===== src/rtl/hb_gate_pkg.sv =====
package hb_gate_pkg;

    typedef enum logic [1:0] {
        MODE_PWM = 2'b00,
        MODE_IND = 2'b01,
        MODE_ILK = 2'b10,
        MODE_BAD = 2'b11
    } hb_mode_e;

    typedef enum logic [2:0] {
        DT_OFF,
        DT_WAIT_HI,
        DT_WAIT_LO,
        DT_HI,
        DT_LO
    } dt_state_e;

    typedef enum logic [1:0] {
        REQ_NONE,
        REQ_HI,
        REQ_LO
    } side_req_e;

    typedef struct packed {
        logic hi;
        logic lo;
    } gate_pair_t;

    function automatic side_req_e pwm_request(logic enable, logic pwm);
        if (!enable)
            return REQ_NONE;
        return pwm ? REQ_HI : REQ_LO;
    endfunction

    function automatic gate_pair_t direct_map(logic hi_in, logic lo_in, logic interlock);
        gate_pair_t g;
        g.hi = hi_in && !(interlock && lo_in);
        g.lo = lo_in && !(interlock && hi_in);
        return g;
    endfunction

endpackage


===== src/rtl/hb_pwm_deadtime.sv =====
module hb_pwm_deadtime
    import hb_gate_pkg::*;
#(
    parameter int DT_W = 8
) (
    input  logic            clk,
    input  logic            rst,
    input  logic            active,
    input  logic            enable,
    input  logic            pwm,
    input  logic [DT_W-1:0] dly_to_lo,
    input  logic [DT_W-1:0] dly_to_hi,
    output gate_pair_t      gates
);

    localparam logic [DT_W-1:0] CNT_ONE = DT_W'(1);

    dt_state_e       state_q, state_d;
    logic [DT_W-1:0] cnt_q, cnt_d;
    side_req_e       req;

    always_comb begin
        req     = active ? pwm_request(enable, pwm) : REQ_NONE;
        state_d = state_q;
        cnt_d   = cnt_q;
        case (req)
            REQ_HI: begin
                if (state_q == DT_WAIT_HI) begin
                    if (cnt_q <= CNT_ONE) begin
                        state_d = DT_HI;
                        cnt_d   = '0;
                    end else begin
                        cnt_d = cnt_q - CNT_ONE;
                    end
                end else if (state_q != DT_HI) begin
                    if (dly_to_hi == '0) begin
                        state_d = DT_HI;
                        cnt_d   = '0;
                    end else begin
                        state_d = DT_WAIT_HI;
                        cnt_d   = dly_to_hi;
                    end
                end
            end
            REQ_LO: begin
                if (state_q == DT_WAIT_LO) begin
                    if (cnt_q <= CNT_ONE) begin
                        state_d = DT_LO;
                        cnt_d   = '0;
                    end else begin
                        cnt_d = cnt_q - CNT_ONE;
                    end
                end else if (state_q != DT_LO) begin
                    if (dly_to_lo == '0) begin
                        state_d = DT_LO;
                        cnt_d   = '0;
                    end else begin
                        state_d = DT_WAIT_LO;
                        cnt_d   = dly_to_lo;
                    end
                end
            end
            default: begin
                state_d = DT_OFF;
                cnt_d   = '0;
            end
        endcase
    end

    always_ff @(posedge clk) begin
        if (rst) begin
            state_q <= DT_OFF;
            cnt_q   <= '0;
        end else begin
            state_q <= state_d;
            cnt_q   <= cnt_d;
        end
    end

    assign gates.hi = (state_q == DT_HI);
    assign gates.lo = (state_q == DT_LO);

endmodule


===== src/rtl/hb_direct_path.sv =====
module hb_direct_path
    import hb_gate_pkg::*;
(
    input  logic       clk,
    input  logic       rst,
    input  logic       interlock,
    input  logic       hi_in,
    input  logic       lo_in,
    output gate_pair_t gates
);

    always_ff @(posedge clk) begin
        if (rst)
            gates <= '0;
        else
            gates <= direct_map(hi_in, lo_in, interlock);
    end

endmodule


===== src/rtl/hb_gate_ctrl.sv =====
module hb_gate_ctrl
    import hb_gate_pkg::*;
#(
    parameter int DT_W = 8
) (
    input  logic            clk,
    input  logic            rst,
    input  logic [1:0]      mode,
    input  logic            cmd_hi,
    input  logic            cmd_lo,
    input  logic [DT_W-1:0] dly_to_lo,
    input  logic [DT_W-1:0] dly_to_hi,
    output logic            gate_hi,
    output logic            gate_lo,
    output logic            mode_err
);

    hb_mode_e   mode_in;
    hb_mode_e   mode_q;
    gate_pair_t pwm_gates;
    gate_pair_t dir_gates;
    gate_pair_t out_gates;

    assign mode_in = hb_mode_e'(mode);

    always_ff @(posedge clk) begin
        if (rst)
            mode_q <= MODE_PWM;
        else
            mode_q <= mode_in;
    end

    hb_pwm_deadtime #(.DT_W(DT_W)) u_deadtime (
        .clk       (clk),
        .rst       (rst),
        .active    (mode_in == MODE_PWM),
        .enable    (cmd_hi),
        .pwm       (cmd_lo),
        .dly_to_lo (dly_to_lo),
        .dly_to_hi (dly_to_hi),
        .gates     (pwm_gates)
    );

    hb_direct_path u_direct (
        .clk       (clk),
        .rst       (rst),
        .interlock (mode_in == MODE_ILK),
        .hi_in     (cmd_hi),
        .lo_in     (cmd_lo),
        .gates     (dir_gates)
    );

    always_comb begin
        case (mode_q)
            MODE_PWM:           out_gates = pwm_gates;
            MODE_IND, MODE_ILK: out_gates = dir_gates;
            default:            out_gates = '0;
        endcase
    end

    assign gate_hi  = out_gates.hi;
    assign gate_lo  = out_gates.lo;
    assign mode_err = (mode_q == MODE_BAD);

endmodule


===== config.mk =====
export PLATFORM = sky130hd
export DESIGN_NAME = hb_gate_ctrl
export DESIGN_NICKNAME = d
export VERILOG_FILES = /design/src/rtl/hb_gate_pkg.sv /design/src/rtl/hb_pwm_deadtime.sv /design/src/rtl/hb_direct_path.sv /design/src/rtl/hb_gate_ctrl.sv
export SDC_FILE = /design/constraint.sdc
export NUM_CORES = 1
export LEC_CHECK = 0
export ABC_CLOCK_PERIOD_IN_PS = 2800
export BUFFER_PORTS_ARGS = -buffer_cell sky130_fd_sc_hd__buf_4
export CAP_MARGIN = 40
export CORE_MARGIN = 2
export CORE_UTILIZATION = 54
export CTS_BUF_LIST = sky130_fd_sc_hd__clkbuf_4 sky130_fd_sc_hd__clkbuf_8
export CTS_CLUSTER_DIAMETER = 150
export DETAILED_ROUTE_END_ITERATION = 12
export HOLD_SLACK_MARGIN = 0.05
export PLACE_DENSITY = 0.8
export SLEW_MARGIN = 40
export SYNTH_ARGS = -nofsm -noshare
export SYNTH_HDL_FRONTEND = slang
export SYNTH_HIERARCHICAL = 1
export SYNTH_SLANG_ARGS = --single-unit
export TNS_END_PERCENT = 20

===== constraint.sdc =====
create_clock -name clk -period 2.8 [get_ports clk]
set_input_delay 0.56 -clock clk [delete_from_list [all_inputs] [get_ports clk]]
set_output_delay 0.56 -clock clk [all_outputs]
set_load 0.005 [all_outputs]

==> summary.txt <==
Clock tree
  • # hold bufs at CTS: 0
  • Root buf cell: clkbuf_4
  • Cts repair resizes: 0
  • H-Tree Depth: 1
  • Reg clk slew, reported paths: 0.09 ns
  • CTS Buf Count: 3
  • Worst-Skew Late Latency: 0.28 ns
  • TritonCTS clock tree: built
  • Longest Clk Path Bufs: 2
  • Setup repair bufs after CTS: 0
  • Clk sinks: 15

Power and ir drop
  • Switch share: 0.252
  • Clock power share: 0.305
  • P_int: 0.000305 W
  • Final Total Pwr: 0.000407 W
  • Seq pwr share: 0.539
  • Worst IR drop on VDD: 0.303 mV
  • P_sw: 0.000103 W
  • Pwr per Cell Area: 323 nW/um2
  • Part of the power in combinational logic: 0.156
  • Leak pwr: 0.547 nW

STA
  • Fmax: 448 MHz
  • Crit path time final: 2.23 ns
  • Max Slew Vio Count: 0
  • Final worst-path cycle share: 0.797
  • Clock Skews: 0.00302 ns
  • Max-slew headroom: 0.656
  • Final setup margin: 0.569 ns
  • RSZ-0062 raised after global routing: no
  • Least-Margin Pin Slew: 0.515 ns
  • Setup TNS Final: 0 ns
  • # setup viols final: 0
  • Hold Violations, Final: 0

Setup path
  • Crit Path Max Fanout: 9
  • Worst setup EP type: flop
  • Element type at the critical path start: input pin
  • Worst EP arrival: 2.41 ns
  • Critical Path RT: 2.98 ns
  • Setup CP Type: in -> reg

Logic synthesis
  • Register area share after synthesis: 0.291
  • Synth area leaders: dfxtp_1 29%, ha_1 8.5%, a22oi_1 4.4%, inv_1 4.4%, nor2b_1 3.0%
  • Commonest register cell after synthesis: dfxtp_1
  • Dominant cell type by area after synthesis: dfxtp_1
  • Mux cell area share after synthesis: 0.00971
  • Post-synth top area share: 0.291
  • Synth Area in Adders: 0.0850
  • Post-Synth XOR/XNOR Area: 0.0255
  • Syn avg cell area: 8.38 um2
  • YS warnings: 6
  • Largest family of logic cells by synthesized area: compound AO/OA/AOI/OAI gates
  • Synthesized cell area: 1030 um2
  • Post-synthesis compound-gate area fraction: 0.266
  • Syn Nets: 152
  • Synthesized flop and latch total: 15
  • Post-Synth Simple-Gate Area: 0.265
  • Post-synth EDFFs: 0
  • Synth cell types: 44
  • Fraction of registers with async set/reset: 0
  • Post-Syn Instances: 123

Layout
  • Layout Cells excl Fill: 175
  • Most frequent cells in the layout: 25 x buf_4, 15 x dfxtp_1, 12 x inv_1
  • Commonest non-fill, non-tap cell in the layout: buf_4
  • Area grow syn2layout: 22.5%
  • Nets: 180
  • Final Instance Area: 1260 um2
  • Layout cells sized above 1: 0.260
  • Number of diodes: 0

Floorplanning
  • Chip height: 47.7 um
  • Core area: 1760 um2
  • # rows: 15
  • Initial Util: 0.584
  • Die width: 47.7 um
  • Die ar.: 2270 um2
  • Top Ports: 25

Routing
  • Vias: 1049
  • Avg WL per Cell: 14.1 um
  • Antenna viol nets, final: 0
  • Wire length on met1: 981 um
  • Starting DRT DRC Count: 46
  • Drt first pass iters: 4
  • Final WL: 2470 um
  • Number of remaining DRC errors: 0
  • Vias/cell: 5.99
  • Top sig layer: met4
  • DR WL met3: 136 um
  • Met2 routed WL: 1340 um

Placed design
  • Placer Congestion: 0.840
  • Placement Cell Area: 1230 um2
  • Placed Instances: 171
  • Detailed placement HPWL: 2010 um
  • PortBufs: 24
  • Post-place setup slack: 0.302 ns

Global route
  • Largest net degree at the start of global routing: 10
  • Total GRT Usage: 0.254
  • First-pass GRT wire length: 4040 um
  • Initial antenna violation count: 0
  • Remaining Overflow, GRT: 0
  • Vias in the first global route: 995

Run
  • MaxCap Viol Count: 0

Min path
  • HP Class: in -> reg

Run status
  • Status: complete, no violations
==> critical path: stages <==
cell,delay [ns]
buf_4,0.11
nor2_1,0.13
nand2_1,0.05
or2_2,0.28
inv_1,0.06
ha_1,0.20
and4bb_2,0.24
a31oi_1,0.08
nor2_2,0.35
a2111oi_0,0.12
o211a_1,0.22
==> worst paths after layout <==
check	from	end	slack, ns	cells after the start
worst max-delay path	mode[1]	u_deadtime/state_q[2]$_SDFFE_PP0P_	0.57	11
worst min-delay path	cmd_lo	u_direct/gates[1]$_SDFF_PP0_	0.47	2
worst max register to register	u_deadtime/cnt_q[0]$_SDFFE_PP0P_	u_deadtime/state_q[2]$_SDFFE_PP0P_	0.92	7
worst min register to register	u_deadtime/cnt_q[4]$_SDFFE_PP0P_	u_deadtime/cnt_q[4]$_SDFFE_PP0P_	0.52	2
==> cell type report <==
cell class	instances	area (um2)
repair buffers	25	188
clock inverters	1	5.00
clock buffers	3	22.5
well taps	25	31.3
inverters	12	45.0
multi-input cells	94	671
fillers	156	502
flip-flops and latches	15	300
==> routing by layer <==
| layer | vias up | track usage |
|---|---|---|
| met5 | - | 0 |
| met4 | 0 | 0.119 |
| met3 | 2 | 0.0566 |
| met2 | 36 | 0.459 |
| met1 | 493 | 0.280 |
| li1 | 518 | - |
==> Yosys cell counts, types with 2 or more instances <==
| library cell | instances |
|---|---|
| nor4_1 | 4 |
| nor2_1 | 8 |
| xnor2_1 | 2 |
| o31ai_1 | 2 |
| a22o_1 | 3 |
| o21ai_0 | 5 |
| nand2_1 | 8 |
| dfxtp_1 | 15 |
| a222oi_1 | 3 |
| and4bb_2 | 2 |
| nor3_1 | 3 |
| nor3b_1 | 2 |
| a21oi_1 | 4 |
| inv_1 | 12 |
| a221oi_1 | 2 |
| ha_1 | 7 |
| nand3_1 | 4 |
| nor2b_1 | 5 |
| nor2_2 | 2 |
| a22oi_1 | 6 |
==> flip-flops by register name (all words and copies together) (netlist names) <==
register and flops:
u_deadtime/cnt_q 8, mode_q 2, u_deadtime/state_q 3, u_direct/gates 2
==> metrics by stage <==
step	hold slack, ns	util
after floorplan	0.467	-
after global placement	0.489	0.700
after detailed placement	0.513	0.700
after CTS	0.460	0.716
after global routing	0.458	0.716
final	0.469	0.716
==> power groups by stage <==
stage                     Combinational [W]  Sequential, W  Clock, W
after floorplan                   0.0000261       0.000224         0
after CTS                         0.0000632       0.000220  0.000130
after detailed placement          0.0000627       0.000225         0
final                             0.0000635       0.000220  0.000124
after global placement            0.0000613       0.000224         0
after global routing              0.0000700       0.000220  0.000142
==> cell families after synthesis <==
group	after synthesis
flops	15
mux	1
xor+xnor	3
fa+ha+maj	7
compound gates	36
simple gates	47
buf+inv	14
Power figures use the tool's default switching activity.
